## config.mk

```make
export PLATFORM = sky130hd
export DESIGN_NAME = desc_ring_tracker
export DESIGN_NICKNAME = d
export VERILOG_FILES = /design/src/rtl/ring_trk_pkg.sv /design/src/rtl/desc_ring_dp.sv /design/src/rtl/desc_ring_ctrl.sv /design/src/rtl/desc_ring_tracker.sv
export SDC_FILE = /design/constraint.sdc
export NUM_CORES = 1
export LEC_CHECK = 0
export ABC_AREA = 0
export BUFFER_PORTS_ARGS = -buffer_cell sky130_fd_sc_hd__buf_2
export CAP_MARGIN = 30
export CORE_MARGIN = 5
export CORE_UTILIZATION = 45
export DETAILED_ROUTE_END_ITERATION = 10
export PLACE_DENSITY = 0.77
export SYNTH_ARGS = -nofsm -noshare
export SYNTH_HDL_FRONTEND = slang
export SYNTH_SLANG_ARGS = --single-unit
```

## constraint.sdc

```tcl
create_clock -name clk -period 4.8 [get_ports clk]
set_input_delay 0.48 -clock clk [delete_from_list [all_inputs] [get_ports clk]]
set_output_delay 0.48 -clock clk [all_outputs]
set_load 0.01 [all_outputs]
```

## src/rtl/ring_trk_pkg.sv

```systemverilog
package ring_trk_pkg;

  // strobes from control to datapath, one cycle each
  typedef struct packed {
    logic loadKick;
    logic flagErr;
    logic stepFetch;
    logic stepDone;
  } ringStrobes_t;

endpackage

```

## src/rtl/desc_ring_dp.sv

```systemverilog
module desc_ring_dp
  import ring_trk_pkg::*;
#(
  parameter int IDX_W     = 13,
  parameter int ADDR_W    = 64,
  parameter int ALIGN_LOG = 11,
  parameter int DESC_LOG  = 4,
  parameter int MIN_LOG   = 5,
  parameter int CODE_W    = 4
) (
  input  logic                        clk,
  input  logic                        rstN,
  input  logic [CODE_W-1:0]           sizeCode,
  input  logic [ADDR_W-ALIGN_LOG-1:0] baseHi,
  input  logic [IDX_W-1:0]            kickIndex,
  input  ringStrobes_t                strobes,
  output logic [IDX_W-1:0]            postedKick,
  output logic [IDX_W-1:0]            hwPos,
  output logic [IDX_W-1:0]            completion,
  output logic [ADDR_W-1:0]           fetchAddr,
  output logic                        ringEmpty,
  output logic                        workPending
);
  localparam int MAX_CODE = IDX_W - MIN_LOG;

  logic [CODE_W-1:0] effCode;
  logic [IDX_W:0]    entries;
  logic [IDX_W-1:0]  idxMask;
  logic [IDX_W-1:0]  hwNext;
  logic [IDX_W-1:0]  doneNext;

  // ring size decode, oversized codes clamp to the largest ring
  always_comb begin
    effCode = (sizeCode > CODE_W'(MAX_CODE)) ? CODE_W'(MAX_CODE) : sizeCode;
    entries = (IDX_W+1)'(1) << (32'(effCode) + MIN_LOG);
    idxMask = IDX_W'(entries - 1'b1);
  end

  assign hwNext      = (hwPos + 1'b1) & idxMask;
  assign doneNext    = (completion + 1'b1) & idxMask;
  assign ringEmpty   = (hwPos == postedKick);
  assign workPending = (completion != hwPos);

  always_ff @(posedge clk) begin
    if (!rstN) begin
      postedKick <= '0;
      hwPos      <= '0;
      completion <= '0;
    end else begin
      if (strobes.loadKick)  postedKick <= kickIndex & idxMask;
      if (strobes.stepFetch) hwPos      <= hwNext;
      if (strobes.stepDone)  completion <= doneNext;
    end
  end

  assign fetchAddr = {baseHi, {ALIGN_LOG{1'b0}}} + (ADDR_W'(hwPos) << DESC_LOG);

endmodule

```

## src/rtl/desc_ring_ctrl.sv

```systemverilog
module desc_ring_ctrl
  import ring_trk_pkg::*;
#(
  parameter bit RECEIVE = 1'b1
) (
  input  logic         clk,
  input  logic         rstN,
  input  logic         enable,
  input  logic         kickValid,
  input  logic [1:0]   kickLow,
  input  logic         ringEmpty,
  input  logic         workPending,
  input  logic         fetchDone,
  input  logic         procDone,
  output ringStrobes_t strobes,
  output logic         fetchReq,
  output logic         kickErr
);
  logic kickAligned;

  generate
    if (RECEIVE) begin : g_rxAlign
      assign kickAligned = (kickLow == 2'b00);
    end else begin : g_txAny
      assign kickAligned = 1'b1;
    end
  endgenerate

  assign fetchReq = enable && !ringEmpty;

  always_comb begin
    strobes.loadKick  = kickValid && kickAligned;
    strobes.flagErr   = kickValid && !kickAligned;
    strobes.stepFetch = fetchReq && fetchDone;
    strobes.stepDone  = procDone && workPending;
  end

  always_ff @(posedge clk) begin
    if (!rstN)                kickErr <= 1'b0;
    else if (strobes.flagErr) kickErr <= 1'b1;
  end

endmodule

```

## src/rtl/desc_ring_tracker.sv

```systemverilog
module desc_ring_tracker
  import ring_trk_pkg::*;
#(
  parameter int IDX_W     = 13,
  parameter int ADDR_W    = 64,
  parameter int ALIGN_LOG = 11,
  parameter int DESC_LOG  = 4,
  parameter int MIN_LOG   = 5,
  parameter int CODE_W    = 4,
  parameter bit RECEIVE   = 1'b1
) (
  input  logic                        clk,
  input  logic                        rstN,
  input  logic [CODE_W:0]             cfgWord,
  input  logic [ADDR_W-ALIGN_LOG-1:0] baseHi,
  input  logic                        kickValid,
  input  logic [IDX_W-1:0]            kickIndex,
  input  logic                        fetchDone,
  input  logic                        procDone,
  output logic                        fetchReq,
  output logic [ADDR_W-1:0]           fetchAddr,
  output logic [IDX_W-1:0]            hwPos,
  output logic [IDX_W-1:0]            completion,
  output logic [IDX_W-1:0]            postedKick,
  output logic                        kickErr
);
  ringStrobes_t strobes;
  logic         ringEmpty;
  logic         workPending;

  desc_ring_ctrl #(.RECEIVE(RECEIVE)) u_ctrl (
    .clk        (clk),
    .rstN       (rstN),
    .enable     (cfgWord[0]),
    .kickValid  (kickValid),
    .kickLow    (kickIndex[1:0]),
    .ringEmpty  (ringEmpty),
    .workPending(workPending),
    .fetchDone  (fetchDone),
    .procDone   (procDone),
    .strobes    (strobes),
    .fetchReq   (fetchReq),
    .kickErr    (kickErr)
  );

  desc_ring_dp #(
    .IDX_W(IDX_W), .ADDR_W(ADDR_W), .ALIGN_LOG(ALIGN_LOG),
    .DESC_LOG(DESC_LOG), .MIN_LOG(MIN_LOG), .CODE_W(CODE_W)
  ) u_dp (
    .clk        (clk),
    .rstN       (rstN),
    .sizeCode   (cfgWord[CODE_W:1]),
    .baseHi     (baseHi),
    .kickIndex  (kickIndex),
    .strobes    (strobes),
    .postedKick (postedKick),
    .hwPos      (hwPos),
    .completion (completion),
    .fetchAddr  (fetchAddr),
    .ringEmpty  (ringEmpty),
    .workPending(workPending)
  );

endmodule

```

==> impl_metrics.toml, run 1 <==
[floorplanning]
die_h_um = 104
start_util_pct = 45.6
io_pins = 181
die_area_um2 = 10700
rows = 34
core_area_um2 = 8640
die_w_um = 104

[setup_path]
crit_start = "u_dp.hwPos[7]"
cp_num_buf_inv = 2
reg2reg_depth = 5
reg2reg_slack_ps = 2380
criticalPathCategory = "flip-flop to output pin"
crit_chain = "ha_1 -> inv_1 -> fa_1 -> nand2b_1 -> a211oi_2 -> o211ai_2 -> nor4_1 -> xor2_1 -> buf_2"
worstReg2RegStart = "u_dp.hwPos[8]"
worstPathMaxFanout = 12
r2r-end = "u_dp.completion[8]"
end_kind = "output pin"
cp_slowest_cell = "dfxtp_1"
required_ps = 4320
arrival_ps = 3230
critPathLaunchType = "flip-flop"
cp_top_family = "compound AO/OA/AOI/OAI gates"
max_stage_delay_ps = 590

[timing]
finalHoldViolations = 0
fmax_ghz = 0.270
worst_slew_pin_slew_ps = 1130
slew_viol_final = 0
fin_skew_ps = 5.73
fin_crit_sh_pct = 77.2
setup_viol = 0
tns_ps = 0
rsz0062_at_grt = "false"
fin_crit_ps = 3710
slew_headroom_pct = 24.2

[synth]
async_flop_share_pct = 0
yosys_warnings = 0
avgSynthCellArea_um2 = 7.76
netlist.top_cell.by_area = "dfxtp_1"
synth.top_cell.area_share_pct = 20.3
synthesis.area_um2 = 3940
synth_area_leaders = "dfxtp_1, xnor2_1, xor2_1"
synth_seq_area_share_pct = 20.3
synthDistinctLibCells = 66
ys_ff_latch = 40
synth_edf_count = 0
ys.flop_type = "dfxtp_1"
syn_inst = 508

[cells_and_area]
areaGrowthSynthToFinish_pct = 23.8
fin_nets = 745
drive_above_1_share_pct = 31.4
antenna_cells = 0
utilization_pct = 56.5

[worst_hold_path]
hold_end = "u_dp.postedKick[3]"
min_path_type = "primary input to flip-flop"
hold_start = "kickIndex[3]"
holdPathStages = 3

[routing]
first_pass_iters = 6
routed_wl_um = 13100
wire_per_inst_um = 17.0
vias = 4457
drc = 0
ant_nets = 0
viasPerCell = 5.80
drt_iter0_markers = 248

[grt]
grt_pass1_wl_um = 21200
antenna_found_initial = 0
grt_pass1_vias = 4234
grt_use_total_pct = 23.3
overflow = 0
grt_max_degree = 54

[clock_network]
cts.sinks = 40
cts_buffers = 5
htreeDepth = 2
cts_resized = 0
clk_latency_ps = 300
cts_buffer_depth = 2
clock-root-buffer = "clkbuf_8"
clk_pin_slew_ps = 80
postCtsSetupBuffers = 0
cts_tree = "done"
cts_hold_buf = 0

[job]
drv_cap = 0

[power_and_ir_drop]
p_int_w = 0.000577
leakage_nw = 2.09
seqPwrFrac_pct = 40.8
power_density_nw_per_um2 = 173
combPwrFrac_pct = 25.7
ir_drop_mv = 0.101
p_sw_w = 0.000267
sw_frac_of_total_pct = 31.6
clkPwrFrac_pct = 33.5

[outcome]
status = "finished, final reports clean"

[placement]
port-buffer-count = 176
gp_congestion = 0.899
hpwl_um = 10600
## tightest hold or removal path: stages
cell and delay (ps):
buf_2 100, nand2_1 40, a21boi_0 60
## power by group through the flow
stage / sequential (W) / combinational [W] / clock (W)
2_1_floorplan: 0.000352 / 0.000122 / 0
3_3_place_gp: 0.000352 / 0.000211 / 0
3_5_place_dp: 0.000352 / 0.000214 / 0
4_1_cts: 0.000344 / 0.000215 / 0.000287
5_1_grt: 0.000346 / 0.000238 / 0.000299
6_report: 0.000344 / 0.000217 / 0.000282
## stage by stage
| step | worst slack [ps] | cell area (um2) | hold slack, ps | power (W) | std cells |
|---|---|---|---|---|---|
| CTS | 1120 | 4880 | 432 | 0.000846 | 768 |
| global route | 908 | 4880 | 432 | 0.000883 | 768 |
| finish | 1090 | 4880 | 436 | 0.000843 | 768 |
| global placement | 1510 | 4770 | 457 | 0.000563 | 760 |
| floorplan | 1940 | 3960 | 508 | 0.000475 | 512 |
| detailed placement | 1470 | 4770 | 457 | 0.000566 | 760 |
## cells in the final DEF (no fill, tap or decap), types with 9 or more instances in the layout
master and n:
buf_2 176, nand2_1 53, xnor2_1 51, dfxtp_1 40, nand3_1 28, nor2_1 27, xor2_1 26, nand4_1 20
o21ai_0 20, inv_1 15, nor3_1 15, a21boi_0 12, nor4_1 12, o21a_1 11, and3_1 10, ha_1 9
## registers in the layout, indices dropped and copies added, names as in the netlist
| signal | cells |
|---|---|
| u_dp.completion | 13 |
| u_dp.hwPos | 13 |
| u_dp.postedKick | 13 |
| u_ctrl.kickErr | 1 |
## cells in the mapped netlist (all sizes together), types with 2 or more instances
master	n
nand2b	5
or2	5
o32ai	2
and2	8
buf	24
xnor2	51
or3	4
ha	9
o311ai	2
inv	15
clkbuf	13
or4	6
nand3	28
nand4b	5
o21ai	21
a211oi	5
nor2	27
and3	10
nand2	53
a41oi	3
o211ai	6
nor3	19
and4	4
nor2b	8
o21bai	2
a21o	2
o31a	6
o2111ai	2
a21boi	12
conb	2
nor4	17
a21oi	8
nand3b	6
or4b	2
a31oi	5
xor2	26
nand4	22
dfxtp	40
o21a	11
## how the worst max path moves through the flow
stage	depth (start not counted)	slack, ps	end
2_1_floorplan	8	1940	fetchAddr[51]
3_3_place_gp	9	1510	fetchAddr[53]
3_5_place_dp	9	1470	fetchAddr[51]
4_1_cts	9	1120	fetchAddr[53]
5_1_grt	9	910	fetchAddr[53]
6_report	9	1090	fetchAddr[53]
## area by class of cell
class | instances | area [um2]
fill | 837 | 3760
timing repair buffer | 177 | 888
inverter | 15 | 56.3
tap | 108 | 135
sequential | 40 | 801
clock inverter | 3 | 42.5
clock buffer | 5 | 68.8
multi-input combinational | 420 | 2890
## logic make-up (layout without fill, tap and decap cells)
group           Yosys count  count (layout)  synth area share [%]
mux                       1               1                 0.254
xor+xnor                 77              77                  17.1
simple gates            232             232                  33.9
other cells               2               6                 0.191
flops                    40              40                  20.3
compound gates           94              94                  18.1
fa+ha+maj                10              10                  3.37
buf+inv                  52             200                  6.83
## routing by layer
metal / global-route usage, % / wire length [um] / up-vias
met5: 0 / 0 / -
met3: 5.78 / 1190 / 27
met2: 38.8 / 6370 / 225
met1: 29.6 / 5240 / 2083
li1: - / - / 2122
met4: 6.65 / 278 / 0
Note: power is estimated with default switching activity, not from simulation.
==> run 2, diff against run 1 <==
==> constraint.sdc (replaced) <==
create_clock -name clk -period 3.9 [get_ports clk]
set_input_delay 0.39 -clock clk [delete_from_list [all_inputs] [get_ports clk]]
set_output_delay 0.39 -clock clk [all_outputs]
set_load 0.01 [all_outputs]
==> impl_metrics.toml, run 2 (same netlist as run 1, synthesis figures left out) <==
[outcome]
status = "finished, final reports clean"

[clock_network]
cts_hold_buf = 0
cts_tree = "done"
clk_latency_ps = 300
cts.sinks = 40
cts_buffers = 5
cts_buffer_depth = 2
clock-root-buffer = "clkbuf_8"
clk_pin_slew_ps = 80
postCtsSetupBuffers = 0
htreeDepth = 2
cts_resized = 0

[setup_path]
reg2reg_slack_ps = 1770
worstPathMaxFanout = 12
required_ps = 3510
max_stage_delay_ps = 600
criticalPathCategory = "flip-flop to output pin"
cp_num_buf_inv = 2
critPathLaunchType = "flip-flop"
crit_chain = "ha_1 -> inv_1 -> fa_1 -> nand2b_1 -> a211oi_2 -> o211ai_2 -> nor4_1 -> xor2_1 -> buf_2"
cp_top_family = "compound AO/OA/AOI/OAI gates"
cp_slowest_cell = "dfxtp_1"
worstReg2RegStart = "u_dp.hwPos[0]"
reg2reg_depth = 6
r2r-end = "u_dp.hwPos[10]"
arrival_ps = 3310
end_kind = "output pin"

[worst_hold_path]
hold_end = "u_dp.postedKick[3]"
holdPathStages = 3
min_path_type = "primary input to flip-flop"
hold_start = "kickIndex[3]"

[floorplanning]
io_pins = 181
die_h_um = 104
die_w_um = 104
die_area_um2 = 10700
core_area_um2 = 8640
rows = 34
start_util_pct = 45.6

[placement]
hpwl_um = 10500
port-buffer-count = 176
dp.cells = 762
gp_congestion = 0.899

[cells_and_area]
fin_nets = 748
utilization_pct = 56.4
areaGrowthSynthToFinish_pct = 23.6
final_common_cell = "buf_2"
reg.largest.list = "u_dp.completion x13, u_dp.hwPos x13, u_dp.postedKick x13"
antenna_cells = 0
most-common-layout-cells = "buf_2, nand2_1, xnor2_1"
final_cells = 770
drive_above_1_share_pct = 31.4

[job]
drv_cap = 0

[timing]
slew_viol_final = 0
fin_crit_ps = 3700
worst_slew_pin_slew_ps = 1030
fmax_ghz = 0.270
fin_skew_ps = 5.05
tns_ps = 0
rsz0062_at_grt = "false"
fin_crit_sh_pct = 94.8
finalHoldViolations = 0
slew_headroom_pct = 30.8
setup_viol = 0

[grt]
grt_max_degree = 54
grt_pass1_vias = 4475
antenna_found_initial = 0
grt_use_total_pct = 23.6
grt_pass1_wl_um = 21600
overflow = 0

[routing]
viasPerCell = 5.79
wire_per_inst_um = 17.2
ant_nets = 0
vias = 4461
first_pass_iters = 6
routed_wl_um = 13200
drc = 0
drt_iter0_markers = 210

[power_and_ir_drop]
leakage_nw = 2.09
ir_drop_mv = 0.131
power_density_nw_per_um2 = 199
## run 2: layout make-up
cell class	count	area, um2
repair buffers	180	915
clock buffers	6	72.6
well taps	108	135
fillers	825	3760
multi-input cells	420	2890
flip-flops and latches	40	801
inverters	15	56.3
clock inverters	1	5.00
## run 2: worst max-delay path by stage
stage                              from       endpoint  slack (ps)  cells after the start
after floorplan           u_dp.hwPos[8]  fetchAddr[51]        1130                      8
after global placement    u_dp.hwPos[7]  fetchAddr[53]         710                      9
after detailed placement  u_dp.hwPos[7]  fetchAddr[47]         590                      9
after CTS                 u_dp.hwPos[7]  fetchAddr[53]         250                      9
after global routing      u_dp.hwPos[7]  fetchAddr[53]          40                      9
final                     u_dp.hwPos[7]  fetchAddr[53]         200                      9
## run 2: report_power, final
| part | leakage, nW | internal, W | switching (W) |
|---|---|---|---|
| registers | 0.323 | 0.000414 | 0.0000101 |
| clock network | 0.0410 | 0.000122 | 0.000149 |
| logic | 1.73 | 0.000109 | 0.000164 |
| total | 2.09 | 0.000645 | 0.000322 |
## run 2: worst reg2reg max path, stage by stage (launching register included)
cell	delay [ps]
dfxtp_1	570
ha_1	270
and3_1	260
and2_1	260
or4b_1	450
nor3_1	150
o21a_1	130
## run 2: layer usage
metal / track usage (%) / up-vias / wire (um)
li1: - / 2130 / -
met1: 29.0 / 2082 / 5310
met2: 38.4 / 209 / 6280
met3: 6.09 / 40 / 1160
met4: 10.6 / 0 / 488
met5: 0 / - / 0
## run 2: through the flow
stage	cell area, um2	total power (W)	setup slack (ps)	hold WS [ps]
2_1_floorplan	3960	0.000584	1130	508
3_3_place_gp	4780	0.000692	714	455
3_5_place_dp	4780	0.000698	585	456
4_1_cts	4860	0.000960	249	335
5_1_grt	4870	0.00101	40.2	363
6_report	4870	0.000967	201	337
==> run 3, diff against run 2 <==
==> constraint.sdc (replaced) <==
create_clock -name clk -period 3.9 [get_ports clk]
set_input_delay 0.975 -clock clk [delete_from_list [all_inputs] [get_ports clk]]
set_output_delay 0.975 -clock clk [all_outputs]
set_load 0.01 [all_outputs]
==> impl_metrics.toml, run 3 (same netlist as run 1, synthesis figures left out) <==
[outcome]
status = "complete, but fails checks"
violations = "setup timing"

[timing]
fin_crit_sh_pct = 102
slew_headroom_pct = 41.7
hold_ws_ps = 473
setup_viol = 4
rsz0062_at_grt = "true"
tns_ps = -103
fmax_ghz = 0.252
worst_slew_pin_slew_ps = 874
fin_crit_ps = 3960
finalHoldViolations = 0
slew_viol_final = 0
setup_ws_ps = -60.5
fin_skew_ps = 11.1

[floorplanning]
start_util_pct = 45.6
die_h_um = 104
io_pins = 181
core_area_um2 = 8640
die_area_um2 = 10700
rows = 34
die_w_um = 104

[clock_network]
cts_hold_buf = 0
htreeDepth = 2
clock-root-buffer = "clkbuf_8"
cts_tree = "done"
clk_latency_ps = 300
cts_buffers = 5
cts.sinks = 40
clk_pin_slew_ps = 80
cts_buffer_depth = 2

[routing]
drc = 0
vias = 4585
ant_nets = 0
drt_iter0_markers = 355
first_pass_iters = 5
routed_wl_um = 13800
viasPerCell = 5.83
wire_per_inst_um = 17.5

[placement]
hpwl_um = 10400
port-buffer-count = 176
gp_congestion = 0.925
dpl_cell_area_um2 = 4850

[cells_and_area]
utilization_pct = 60.2
fin_area_um2 = 5200
most-common-layout-cells = "buf_2, nand2_1, xnor2_1"
drive_above_1_share_pct = 36.2
final_common_cell = "buf_2"
fin_nets = 764
reg.largest.list = "u_dp.completion x13, u_dp.hwPos x13, u_dp.postedKick x13"
areaGrowthSynthToFinish_pct = 31.9
antenna_cells = 0

[setup_path]
arrival_ps = 2990
worstPathMaxFanout = 5
required_ps = 2920
end_kind = "output pin"
criticalPathCategory = "primary input to output pin"
critPathLaunchType = "primary input"

[worst_hold_path]
min_path_type = "flip-flop to flip-flop"

[grt]
grt_max_degree = 54
grt_pass1_vias = 4488
grt_use_total_pct = 23.7
antenna_found_initial = 0
overflow = 0
grt_pass1_wl_um = 21800

[power_and_ir_drop]
ir_drop_mv = 0.189
power_density_nw_per_um2 = 202
leakage_nw = 2.24

[job]
drv_cap = 0
run 3: changes by cell type in the layout (fill, tap and decap cells not counted), moves of 2 or more:
cell    delta
ha_4       +2
nor2_1     -2
nor3_2     +3
nor4_2     +3
ha_1       -3
nor2_4     +2
o21a_1     -2
buf_6      +2
nor4_4     +2
nor3_1     -4
nor4_1     -5
buf_4     +15
run 3: repair_timing:
action	in CTS	in global routing
gates resized for setup	9	22
pin swaps	5	20
setup buffers	3	4
endpoints found under the setup margin	7	22
run 3: routing by layer:
metal / vias up / wire length [um] / track usage, %
met5: - / 0 / 0
li1: 2166 / - / -
met3: 32 / 1160 / 6.22
met1: 2179 / 5540 / 30.3
met2: 208 / 6690 / 39.2
met4: 0 / 388 / 6.65
run 3: critical path, stage by stage:
cell and delay [ps]:
buf_6 100, ha_4 160, buf_4 130, a211o_1 350
a2111oi_4 520, or4_4 310, nor2_4 40, xor2_1 220
buf_2 180
run 3: worst paths after layout:
path / end / cells after the start / slack, ps / start
setup / recovery: fetchAddr[56] / 9 / -60 / baseHi[0]
hold / removal: u_ctrl.kickErr / 1 / 470 / u_ctrl.kickErr
hold reg to reg: u_ctrl.kickErr / 1 / 470 / u_ctrl.kickErr
setup reg to reg: u_dp.hwPos[10] / 6 / 1730 / u_dp.hwPos[0]
run 3: layout make-up:
cell class,instances,area (um2)
fillers,771,3440
multi-input cells,420,3050
repair buffers,196,1040
flip-flops and latches,40,801
well taps,108,135
clock buffers,5,68.8
inverters,15,56.3
clock inverters,3,42.5
run 3: metrics by stage:
step,setup WS [ps],total power (W),instances
floorplan,78.2,0.000584,512
global placement,-44.2,0.000692,771
detailed placement,-83.4,0.000698,771
CTS,10.6,0.00105,782
global route,-130,0.00110,787
finish,-60.5,0.00105,787
run 3: power by group:
part | switching (W) | internal, W
Clock | 0.000158 | 0.000190
Sequential | 0.00000989 | 0.000414
Combinational | 0.000168 | 0.000112
